$ cat config.mk
export PLATFORM = sky130hd
export DESIGN_NAME = wtc_bank_ctrl
export DESIGN_NICKNAME = d
export VERILOG_FILES = /design/src/rtl/wtc_pkg.sv /design/src/rtl/wtc_policy.sv /design/src/rtl/wtc_tag_store.sv /design/src/rtl/wtc_rank.sv /design/src/rtl/wtc_bank_ctrl.sv
export SDC_FILE = /design/constraint.sdc
export NUM_CORES = 1
export LEC_CHECK = 0
export ABC_CLOCK_PERIOD_IN_PS = 8900
export BUFFER_PORTS_ARGS = -buffer_cell sky130_fd_sc_hd__buf_4
export CAP_MARGIN = 20
export CORE_MARGIN = 1.5
export CORE_UTILIZATION = 49
export CTS_CLUSTER_SIZE = 8
export DETAILED_ROUTE_END_ITERATION = 12
export SYNTH_ARGS = -nofsm -noshare
export SYNTH_HDL_FRONTEND = slang
export SYNTH_SLANG_ARGS = --single-unit
export TNS_END_PERCENT = 5
$ cat constraint.sdc
create_clock -name clk -period 8.9 [get_ports clk]
set_input_delay 1.78 -clock clk [delete_from_list [all_inputs] [get_ports clk]]
set_output_delay 1.78 -clock clk [all_outputs]
set_load 0.03 [all_outputs]
$ cat src/rtl/wtc_pkg.sv
// Package: shared warp-type codes and classification helper for the
// warp-type aware cache bank controller.
package wtc_pkg;

    typedef enum logic [2:0] {
        WT_ALL_HIT     = 3'd0,
        WT_MOSTLY_HIT  = 3'd1,
        WT_BALANCED    = 3'd2,
        WT_MOSTLY_MISS = 3'd3,
        WT_ALL_MISS    = 3'd4
    } wtype_e;

    // True for the two warp types that skip the cache and insert at LRU.
    function automatic logic wt_is_miss(input logic [2:0] wt);
        return (wt == WT_MOSTLY_MISS) || (wt == WT_ALL_MISS);
    endfunction

endpackage

$ cat src/rtl/wtc_policy.sv
// Module: wtc_policy
// Maps a warp type onto the three policy decisions of the bank:
// whether to skip the lookup, whether a fill goes in at LRU, and
// whether a fill may be allocated at all.
// Assumes codes 5..7 are treated as balanced (normal) warps.
module wtc_policy #(
    parameter bit ALLOC_MISS_FILL = 1'b1
) (
    input  logic [2:0] wtype,
    output logic       bypass,
    output logic       ins_lru,
    output logic       alloc_ok
);
    import wtc_pkg::*;

    // Combinational type decode.
    always_comb begin
        bypass   = wt_is_miss(wtype);
        ins_lru  = wt_is_miss(wtype);
        alloc_ok = !wt_is_miss(wtype) || ALLOC_MISS_FILL;
    end

endmodule

$ cat src/rtl/wtc_tag_store.sv
// Module: wtc_tag_store
// Holds tag and valid bits for every way of every set. Provides two
// read ports (lookup, fill duplicate check) and one write port.
// Assumes the caller never writes a tag already present in the set.
module wtc_tag_store #(
    parameter int SETS  = 16,
    parameter int WAYS  = 4,
    parameter int TAG_W = 8,
    localparam int SET_W = $clog2(SETS),
    localparam int WAY_W = $clog2(WAYS)
) (
    input  logic             clk,
    input  logic             rst_n,
    input  logic [SET_W-1:0] lk_set,
    input  logic [TAG_W-1:0] lk_tag,
    output logic [WAYS-1:0]  lk_hit_vec,
    input  logic [SET_W-1:0] fl_set,
    input  logic [TAG_W-1:0] fl_tag,
    output logic [WAYS-1:0]  fl_hit_vec,
    output logic [WAYS-1:0]  fl_valid_vec,
    input  logic             wr_en,
    input  logic [SET_W-1:0] wr_set,
    input  logic [WAY_W-1:0] wr_way,
    input  logic [TAG_W-1:0] wr_tag
);
    logic [TAG_W-1:0] tag_q   [SETS][WAYS];
    logic [WAYS-1:0]  valid_q [SETS];

    // Per-way tag compare for both read ports.
    for (genvar w = 0; w < WAYS; w++) begin : g_cmp
        assign lk_hit_vec[w] = valid_q[lk_set][w] && (tag_q[lk_set][w] == lk_tag);
        assign fl_hit_vec[w] = valid_q[fl_set][w] && (tag_q[fl_set][w] == fl_tag);
    end

    assign fl_valid_vec = valid_q[fl_set];

    // Valid bits: cleared on reset, set on allocation.
    always_ff @(posedge clk) begin
        if (!rst_n) begin
            for (int s = 0; s < SETS; s++) valid_q[s] <= '0;
        end else if (wr_en) begin
            valid_q[wr_set][wr_way] <= 1'b1;
        end
    end

    // Tag array: written on allocation, no reset needed.
    always_ff @(posedge clk) begin
        if (wr_en) tag_q[wr_set][wr_way] <= wr_tag;
    end

endmodule

$ cat src/rtl/wtc_rank.sv
// Module: wtc_rank
// True-LRU state as a per-set rank for each way (0 = MRU, WAYS-1 = LRU).
// The ranks of a set always form a permutation. Picks the victim (lowest
// invalid way first, else the LRU way) and applies a single-cycle move to
// MRU or to LRU.
module wtc_rank #(
    parameter int SETS = 16,
    parameter int WAYS = 4,
    localparam int SET_W = $clog2(SETS),
    localparam int WAY_W = $clog2(WAYS)
) (
    input  logic             clk,
    input  logic             rst_n,
    input  logic [SET_W-1:0] vic_set,
    input  logic [WAYS-1:0]  vic_valid_vec,
    output logic [WAY_W-1:0] vic_way,
    input  logic             upd_en,
    input  logic [SET_W-1:0] upd_set,
    input  logic [WAY_W-1:0] upd_way,
    input  logic             upd_lru
);
    localparam logic [WAY_W-1:0] LRU_RANK = WAY_W'(WAYS - 1);

    logic [WAY_W-1:0] rank_q [SETS][WAYS];
    logic [WAY_W-1:0] old_rank;
    logic             inv_found;

    assign old_rank = rank_q[upd_set][upd_way];

    // Victim choice: lowest invalid way, otherwise the LRU-ranked way.
    always_comb begin
        vic_way   = '0;
        inv_found = 1'b0;
        for (int w = 0; w < WAYS; w++) begin
            if (!inv_found && !vic_valid_vec[w]) begin
                vic_way   = WAY_W'(w);
                inv_found = 1'b1;
            end
        end
        if (!inv_found) begin
            for (int w = 0; w < WAYS; w++) begin
                if (rank_q[vic_set][w] == LRU_RANK) vic_way = WAY_W'(w);
            end
        end
    end

    // Rank update: identity on reset, move-to-MRU or move-to-LRU otherwise.
    always_ff @(posedge clk) begin
        if (!rst_n) begin
            for (int s = 0; s < SETS; s++)
                for (int w = 0; w < WAYS; w++)
                    rank_q[s][w] <= WAY_W'(w);
        end else if (upd_en) begin
            for (int w = 0; w < WAYS; w++) begin
                if (WAY_W'(w) == upd_way) begin
                    rank_q[upd_set][w] <= upd_lru ? LRU_RANK : '0;
                end else if (!upd_lru && rank_q[upd_set][w] < old_rank) begin
                    rank_q[upd_set][w] <= rank_q[upd_set][w] + 1'b1;
                end else if (upd_lru && rank_q[upd_set][w] > old_rank) begin
                    rank_q[upd_set][w] <= rank_q[upd_set][w] - 1'b1;
                end
            end
        end
    end

endmodule

$ cat src/rtl/wtc_bank_ctrl.sv
// Module: wtc_bank_ctrl (top)
// Tag and replacement controller for one bank of a shared cache with
// warp-type aware bypass and insertion. A request is accepted only when
// no fill is presented in the same cycle. Responses are registered and
// appear one cycle after acceptance.
module wtc_bank_ctrl #(
    parameter int SETS            = 16,
    parameter int WAYS            = 4,
    parameter int TAG_W           = 8,
    parameter bit ALLOC_MISS_FILL = 1'b1,
    localparam int SET_W = $clog2(SETS),
    localparam int WAY_W = $clog2(WAYS)
) (
    input  logic             clk,
    input  logic             rst_n,
    input  logic             req_vld,
    input  logic [SET_W-1:0] req_set,
    input  logic [TAG_W-1:0] req_tag,
    input  logic [2:0]       req_wtype,
    input  logic             fill_vld,
    input  logic [SET_W-1:0] fill_set,
    input  logic [TAG_W-1:0] fill_tag,
    input  logic [2:0]       fill_wtype,
    output logic             rsp_vld,
    output logic             rsp_hit,
    output logic             rsp_bypass,
    output logic [WAY_W-1:0] rsp_way,
    output logic             mem_fwd
);
    logic             req_byp, req_ins_lru_unused, req_alloc_unused;
    logic             fill_byp_unused, fill_ins_lru, fill_alloc_ok;
    logic [WAYS-1:0]  lk_hit_vec, fl_hit_vec, fl_valid_vec;
    logic [WAY_W-1:0] hit_way, vic_way;
    logic             accept, do_hit, fill_alloc;
    logic             upd_en, upd_lru;
    logic [SET_W-1:0] upd_set;
    logic [WAY_W-1:0] upd_way;

    wtc_policy #(.ALLOC_MISS_FILL(ALLOC_MISS_FILL)) u_req_pol (
        .wtype    (req_wtype),
        .bypass   (req_byp),
        .ins_lru  (req_ins_lru_unused),
        .alloc_ok (req_alloc_unused)
    );

    wtc_policy #(.ALLOC_MISS_FILL(ALLOC_MISS_FILL)) u_fill_pol (
        .wtype    (fill_wtype),
        .bypass   (fill_byp_unused),
        .ins_lru  (fill_ins_lru),
        .alloc_ok (fill_alloc_ok)
    );

    wtc_tag_store #(.SETS(SETS), .WAYS(WAYS), .TAG_W(TAG_W)) u_tags (
        .clk          (clk),
        .rst_n        (rst_n),
        .lk_set       (req_set),
        .lk_tag       (req_tag),
        .lk_hit_vec   (lk_hit_vec),
        .fl_set       (fill_set),
        .fl_tag       (fill_tag),
        .fl_hit_vec   (fl_hit_vec),
        .fl_valid_vec (fl_valid_vec),
        .wr_en        (fill_alloc),
        .wr_set       (fill_set),
        .wr_way       (vic_way),
        .wr_tag       (fill_tag)
    );

    wtc_rank #(.SETS(SETS), .WAYS(WAYS)) u_rank (
        .clk           (clk),
        .rst_n         (rst_n),
        .vic_set       (fill_set),
        .vic_valid_vec (fl_valid_vec),
        .vic_way       (vic_way),
        .upd_en        (upd_en),
        .upd_set       (upd_set),
        .upd_way       (upd_way),
        .upd_lru       (upd_lru)
    );

    // Encode the hitting way (tags are unique within a set).
    always_comb begin
        hit_way = '0;
        for (int w = 0; w < WAYS; w++) begin
            if (lk_hit_vec[w]) hit_way = WAY_W'(w);
        end
    end

    // Accept, hit and allocation decisions.
    always_comb begin
        accept     = req_vld && !fill_vld;
        do_hit     = accept && !req_byp && (|lk_hit_vec);
        fill_alloc = fill_vld && fill_alloc_ok && !(|fl_hit_vec);
    end

    // Recency update port: a fill has priority over a lookup hit.
    always_comb begin
        upd_en  = fill_alloc || do_hit;
        upd_set = fill_alloc ? fill_set : req_set;
        upd_way = fill_alloc ? vic_way : hit_way;
        upd_lru = fill_alloc && fill_ins_lru;
    end

    // Registered response toward the requester and memory.
    always_ff @(posedge clk) begin
        if (!rst_n) begin
            rsp_vld    <= 1'b0;
            rsp_hit    <= 1'b0;
            rsp_bypass <= 1'b0;
            rsp_way    <= '0;
            mem_fwd    <= 1'b0;
        end else begin
            rsp_vld    <= accept;
            rsp_hit    <= do_hit;
            rsp_bypass <= accept && req_byp;
            rsp_way    <= do_hit ? hit_way : '0;
            mem_fwd    <= accept && !do_hit;
        end
    end

endmodule

==> flow_metrics.tcl, run 1 <==
set metrics [dict create \
    root_buffer "clkbuf_16" \
    final_common_cell "edfxtp_1" \
    dp_hpwl_um 74600 \
    maxSlewHeadroom_pct 22.4 \
    synthesis.area_sq_mm 0.0366 \
    fin_nets 2687 \
    min_path_type "reg -> reg" \
    clock_skew_ns 0.0385 \
    cts_buffers 98 \
    via_per_inst 6.62 \
    min_period_over_period_pct 92.3 \
    finalWirelength_um 113000 \
    post_cts.repair.setup_buffers 0 \
    cts_sinks 710 \
    drv_cap 0 \
    cts_max_level 3 \
    clock_path_buffers 3 \
    final_cell_mix "edfxtp_1 (640), mux4_2 (311), nor2_1 (220), nand2_1 (220), buf_4 (190)" \
    drv_slew 0 \
    crit_path_end_kind "register" \
    cts_resized 0 \
    core-area_sq_mm 0.0742 \
    cp-start-kind "primary input" \
    async_flop_share_pct 0 \
    rsz0062_at_grt "no" \
    antenna_found_initial 2 \
    yosysWarnings 0 \
    yosysSeqAreaShare_pct 56.3 \
    worstMarginPinSlew_ns 1.16 \
    ctsHoldBuffers 0 \
    die_h_um 276 \
    nFillCells 5975 \
    drc 0 \
    startpoint "fill_set[0]" \
    totalPowerFinal_mw 8.06 \
    cp_data_arrival_time_ns 8.57 \
    r2r_cells 19 \
    yosysUniqueCellTypes 78 \
    drive_gt1_share_pct 24.8 \
    setup_violations 0 \
    grt_max_degree 100 \
    power.leakage_nw 13.7 \
    r2r-end "u_rank.rank_q[6][4]$_SDFFCE_PN1P_" \
    synth_edf_count 640 \
    clkLatencyLatePin_ns 0.68 \
    design.die.area_sq_mm 0.0764 \
    cts_tree "done" \
    drt-pass1-iter-count 5 \
    synth-seq-cells 710 \
    start_util_pct 49.3 \
    ant_nets 0 \
    drt_iter0_markers 2991 \
    synth_nets 2570 \
    overflow 0 \
    gr-usage-all-layers_pct 29.6 \
    period_needed_ns 8.22 \
    r2r_slack_ns 2.19 \
    hold_ws_ns 0.484 \
    die_w_um 276 \
    cp_max_fo 49 \
    crit_required_ns 9.25 \
    path_class "in -> reg" \
    wl_per_cell_um 30.5 \
    reg2reg_from "u_tags.tag_q[10][15]$_DFFE_PP_" \
    dr_total_vias 24500 \
    synth-main-ff-cell "edfxtp_1" \
    ios 40 \
    syn2layout_area_growth_pct 13.6 \
    powerDensity_mw_per_mm2 194 \
    max_freq_mhz 122 \
    clk_pin_slew_ns 0.05 \
    io_buffers 39 \
    globalplace.congestion 0.976 \
    std_cell_rows 100 \
    grt_pass1_vias 24600 \
    syn_avg_cell_area_sq_um 14.5 \
    grt_pass1_wl_um 167000 \
    worstSetupEndpoint "u_rank.rank_q[6][4]$_SDFFCE_PN1P_" \
    syn_inst 2528 \
    outcome "complete, no violations" \
    peakVddDrop_mv 0.159 \
    final_hold_viol_count 0 \
    tns_ns 0 \
]
==> registers in the layout, indices dropped and copies added, names as in the netlist <==
signal,cells
rsp_hit,1
u_tags.tag_q,512
mem_fwd,1
rsp_way,2
rsp_vld,1
u_rank.rank_q,128
u_tags.valid_q,64
rsp_bypass,1
==> stage by stage <==
| stage | worst slack (ns) | std cells | utilization, % | cell area [sq um] |
|---|---|---|---|---|
| finish | 0.683 | 3695 | 56.1 | 41600 |
| global placement | 0.0575 | 3503 | 52.0 | 38600 |
| global route | 0.177 | 3695 | 56.1 | 41600 |
| floorplan | 0.816 | 2528 | - | 36600 |
| detailed placement | 0.0268 | 3509 | 52.1 | 38700 |
| CTS | 0.625 | 3689 | 56.0 | 41500 |
==> power by group <==
part           internal (mW)  switching [mW]
Sequential              3.66          0.0158
Combinational          0.331           0.509
Clock                   2.10            1.45
Total                   6.09            1.97
==> critical path: stages <==
cell and delay (ns):
buf_8 0.45, buf_4 0.43, mux4_2 0.56, mux4_2 0.49
xnor2_1 0.16, and3b_1 0.22, nand3_1 0.12, o311ai_2 0.56
o31ai_1 0.21, nand2_2 0.34, buf_4 0.21, nand2_1 0.05
a32o_1 0.27, nor4_2 0.39, mux2i_1 0.13, mux2_2 0.30
buf_4 0.15, ha_1 0.29, a21oi_1 0.09, a211oi_1 0.19
nand2_1 0.13, o21a_1 0.38, nor3_1 0.38, nand2b_1 0.20
==> area by class of cell <==
| class | count | area (sq um) | area share [%] |
|---|---|---|---|
| clock buffers | 176 | 2790 | 6.70 |
| diodes | 1 | 2.50 | 0.00602 |
| clock inverters | 4 | 110 | 0.265 |
| well taps | 969 | 1210 | 2.91 |
| multi-input cells | 1611 | 15100 | 36.2 |
| repair buffers | 209 | 1730 | 4.16 |
| flip-flops and latches | 710 | 20600 | 49.6 |
| inverters | 15 | 56.3 | 0.135 |
==> worst min-delay path by stage <==
stage	startpoint	to	slack, ns	depth (start not counted)
finish	u_tags.valid_q[0][3]$_DFF_P_	u_tags.valid_q[0][3]$_DFF_P_	0.48	1
global route	u_tags.valid_q[14][1]$_DFF_P_	u_tags.valid_q[14][1]$_DFF_P_	0.50	1
CTS	u_tags.valid_q[7][1]$_DFF_P_	u_tags.valid_q[7][1]$_DFF_P_	0.49	1
detailed placement	u_tags.valid_q[7][1]$_DFF_P_	u_tags.valid_q[7][1]$_DFF_P_	0.48	1
global placement	u_tags.valid_q[6][1]$_DFF_P_	u_tags.valid_q[6][1]$_DFF_P_	0.46	1
floorplan	u_tags.valid_q[3][2]$_DFF_P_	u_tags.valid_q[3][2]$_DFF_P_	0.45	1
==> cells in the mapped netlist, drive strengths merged (6+ instances only) <==
library cell  number  area share [%]
a32o               6            0.16
nand3             60            0.85
nand2            221             2.3
nand4             10            0.17
and3              19            0.32
mux2i            104             2.9
nand2b            78             1.3
edfxtp           640              53
or3               11            0.19
a32oi             23            0.55
a31oi              9            0.15
o211ai            14            0.29
a22o               9            0.22
ha                 8            0.27
mux4             311              19
o21ai             47            0.64
xnor2             45             1.1
a21boi             9            0.18
mux2              33             1.0
dfxtp             70             3.8
nor2             221             2.3
o21a              39            0.80
a221oi            14            0.37
xor2              25            0.60
nor4              20            0.38
a22oi              7            0.14
nor3              43            0.60
inv               13            0.13
a211oi            36            0.74
clkbuf            96            0.98
and2              14            0.24
nor2b             53            0.91
o22ai             11            0.19
a21oi             52            0.71
buf               96             1.5
==> logic make-up (layout without fill, tap and decap cells) <==
logic type	Yosys count	count (layout)	synth area share, %
buffers and inverters	207	404	2.59
AND/OR/NAND/NOR	765	765	9.90
multiplexers	448	448	23.0
AO/OA/AOI/OAI	320	320	6.23
other	0	1	0
adder cells (fa/ha/maj)	8	8	0.273
flip-flops	710	710	56.3
XOR/XNOR	70	70	1.67
==> layer usage <==
layer	track usage, %	vias up	wire (um)
met2	48.2	1312	55000
met1	41.3	12700	45200
met3	4.46	209	9450
met5	0	-	0
met4	9.52	0	3050
li1	-	10300	-
(Power assumes the default switching activity.)
==> inputs of run 2 (changes only) <==
--- a/config.mk
+++ b/config.mk
@@ -5,13 +5,14 @@
 export SDC_FILE = /design/constraint.sdc
 export NUM_CORES = 1
 export LEC_CHECK = 0
-export ABC_CLOCK_PERIOD_IN_PS = 8900
+export ABC_CLOCK_PERIOD_IN_PS = 8910
 export BUFFER_PORTS_ARGS = -buffer_cell sky130_fd_sc_hd__buf_4
 export CAP_MARGIN = 20
 export CORE_MARGIN = 1.5
-export CORE_UTILIZATION = 49
+export CORE_UTILIZATION = 52
 export CTS_CLUSTER_SIZE = 8
 export DETAILED_ROUTE_END_ITERATION = 12
+export PLACE_DENSITY = 0.68
 export SYNTH_ARGS = -nofsm -noshare
 export SYNTH_HDL_FRONTEND = slang
 export SYNTH_SLANG_ARGS = --single-unit
==> constraint.sdc (replaced) <==
create_clock -name clk -period 8.91 [get_ports clk]
set_input_delay 1.782 -clock clk [delete_from_list [all_inputs] [get_ports clk]]
set_output_delay 1.782 -clock clk [all_outputs]
set_load 0.03 [all_outputs]
==> run 2 against run 1 <==
Utilization is 3.1 points higher. Clock skew is 0.038 ns higher. Combinational power is 2% lower. First-iteration DRC count is 1.0% higher. Design area is 0.50% lower. Worst hold slack worse by 0.0038 ns. Critical path type unchanged. Largest power group unchanged. Highest routed layer unchanged.
==> flow_metrics.tcl, run 2 (synthesis gave the netlist of run 1 again) <==
set metrics [dict create \
    ant_nets 0 \
    antenna_found_initial 0 \
    outcome "complete, no violations" \
    max_freq_mhz 121 \
    nFillCells 5402 \
    cts_sinks 710 \
    clkLatencyLatePin_ns 0.68 \
    syn2layout_area_growth_pct 13.1 \
    fin_nets 2664 \
    path_cells "buf_8, buf_4, mux4_2, a22o_1, a221oi_1, xnor2_1, nand2_1, or4b_1, nand3_4, buf_4, mux2_2, a22o_1, nor4_2, mux2i_1, mux2_2, ha_1, a21oi_1, a211o_1, or3_1, o21a_1, nor3_1, nand2b_1" \
    grt_pass1_wl_um 158000 \
    critPathMaxStageDelay_ns 0.77 \
    crit_required_ns 9.23 \
    hold_ws_ns 0.480 \
    root_buffer "clkbuf_16" \
    dp_hpwl_um 71000 \
    path_class "in -> reg" \
    period_needed_ns 8.27 \
    dr_total_vias 24600 \
    drv_slew 0 \
    multi_input_area_sq_mm 0.0151 \
    clk_pin_slew_ns 0.05 \
    gr-usage-all-layers_pct 30.2 \
    globalplace.congestion 0.963 \
    cts_tree "done" \
    final_cell_mix "edfxtp_1 (640), mux4_2 (311), nor2_1 (220), nand2_1 (220), buf_4 (168)" \
    ios 40 \
    drive_gt1_share_pct 24.4 \
    powerDensity_mw_per_mm2 194 \
    cp-start-kind "primary input" \
    cp_data_arrival_time_ns 8.59 \
    final_cell_area_sq_mm 0.0414 \
    peakVddDrop_mv 0.156 \
    cts_max_level 3 \
    crit_path_end_kind "register" \
    cp_max_fo 52 \
    ctsHoldBuffers 0 \
    largestRegisters "u_tags.tag_q (512), u_rank.rank_q (128), u_tags.valid_q (64)" \
    overflow 0 \
    post_cts.repair.setup_buffers 0 \
    die_w_um 268 \
    final_hold_viol_count 0 \
    clock_skew_ns 0.0768 \
    grt_max_degree 72 \
    clock_path_buffers 3 \
    die_h_um 268 \
    worstMarginPinSlew_ns 1.18 \
    min_path_type "reg -> reg" \
    cts_resized 0 \
    diodes 0 \
    dpl_cell_area_sq_mm 0.0384 \
    grt_pass1_vias 24300 \
    drc 0 \
    drt-pass1-iter-count 8 \
    seq_area_sq_mm 0.0206 \
    largest-register "u_tags.tag_q" \
    setup_violations 0 \
    via_per_inst 6.75 \
    final_common_cell "edfxtp_1" \
    wl_per_cell_um 29.4 \
    drv_cap 0 \
    min_period_over_period_pct 92.9 \
    largest_reg_flops 512 \
    cts_buffers 99 \
    rsz0062_at_grt "no" \
    std_cell_rows 97 \
    drt_iter0_markers 3022 \
    io_buffers 39 \
    design.die.area_sq_mm 0.0720 \
    tns_ns 0 \
    finalWirelength_um 107000 \
    start_util_pct 52.4 \
    critical_path.slowest_cell "or4b_1" \
    maxSlewHeadroom_pct 21.0 \
    power.leakage_nw 13.6 \
    core-area_sq_mm 0.0699 \
]
==> run 2: worst max-delay path, delay by kind of cell <==
family	cells	cell delay [ns]
fa+ha+maj	1	0.32
xor+xnor	1	0.18
buf+inv	3	1.06
mux	4	1.37
simple gates	7	2.42
compound gates	6	1.43
==> run 2: layout make-up <==
class / count / share of cell area (%)
clock buffer: 168 / 6.64
clock inverter: 8 / 0.414
inverter: 15 / 0.136
multi-input combinational: 1611 / 36.5
sequential: 710 / 49.8
tap: 940 / 2.84
timing repair buffer: 185 / 3.69
==> run 2: final timing paths <==
check / from / endpoint / slack [ns] / cells after the start
setup / recovery: fill_set[0] / u_rank.rank_q[10][1]$_SDFFCE_PN1P_ / 0.64 / 22
hold / removal: u_tags.valid_q[6][3]$_DFF_P_ / u_tags.valid_q[6][3]$_DFF_P_ / 0.48 / 1
setup reg to reg: u_tags.tag_q[3][21]$_DFFE_PP_ / u_rank.rank_q[10][0]$_SDFFCE_PN1P_ / 2.06 / 20
hold reg to reg: u_tags.valid_q[6][3]$_DFF_P_ / u_tags.valid_q[6][3]$_DFF_P_ / 0.48 / 1
==> run 2: layer usage <==
layer | vias to the layer above | GRT usage, % | routed length, um
li1 | 10200 | - | -
met4 | 0 | 9.41 | 3120
met3 | 224 | 6.06 | 12100
met5 | - | 0 | 0
met1 | 12500 | 42.9 | 41700
met2 | 1573 | 47.3 | 50200
==> run 2: where the power goes <==
group	total, mW	internal [mW]	leakage [nW]	switching (mW)
registers	3.67	3.66	6.29	0.0160
logic	0.821	0.322	5.95	0.499
clock network	3.53	2.09	1.38	1.44
total	8.02	6.07	13.6	1.95
==> run 2: metrics by stage <==
step / std cells / power [mW] / setup WS [ns] / util [%]
after global routing: 3637 / 8.23 / 0.248 / 59.2
after detailed placement: 3447 / 4.54 / 0.0695 / 54.9
after global placement: 3443 / 4.53 / 0.0665 / 54.8
after floorplan: 2528 / 4.26 / 0.824 / -
after CTS: 3623 / 8.04 / 0.685 / 59.0
final: 3637 / 8.02 / 0.635 / 59.2
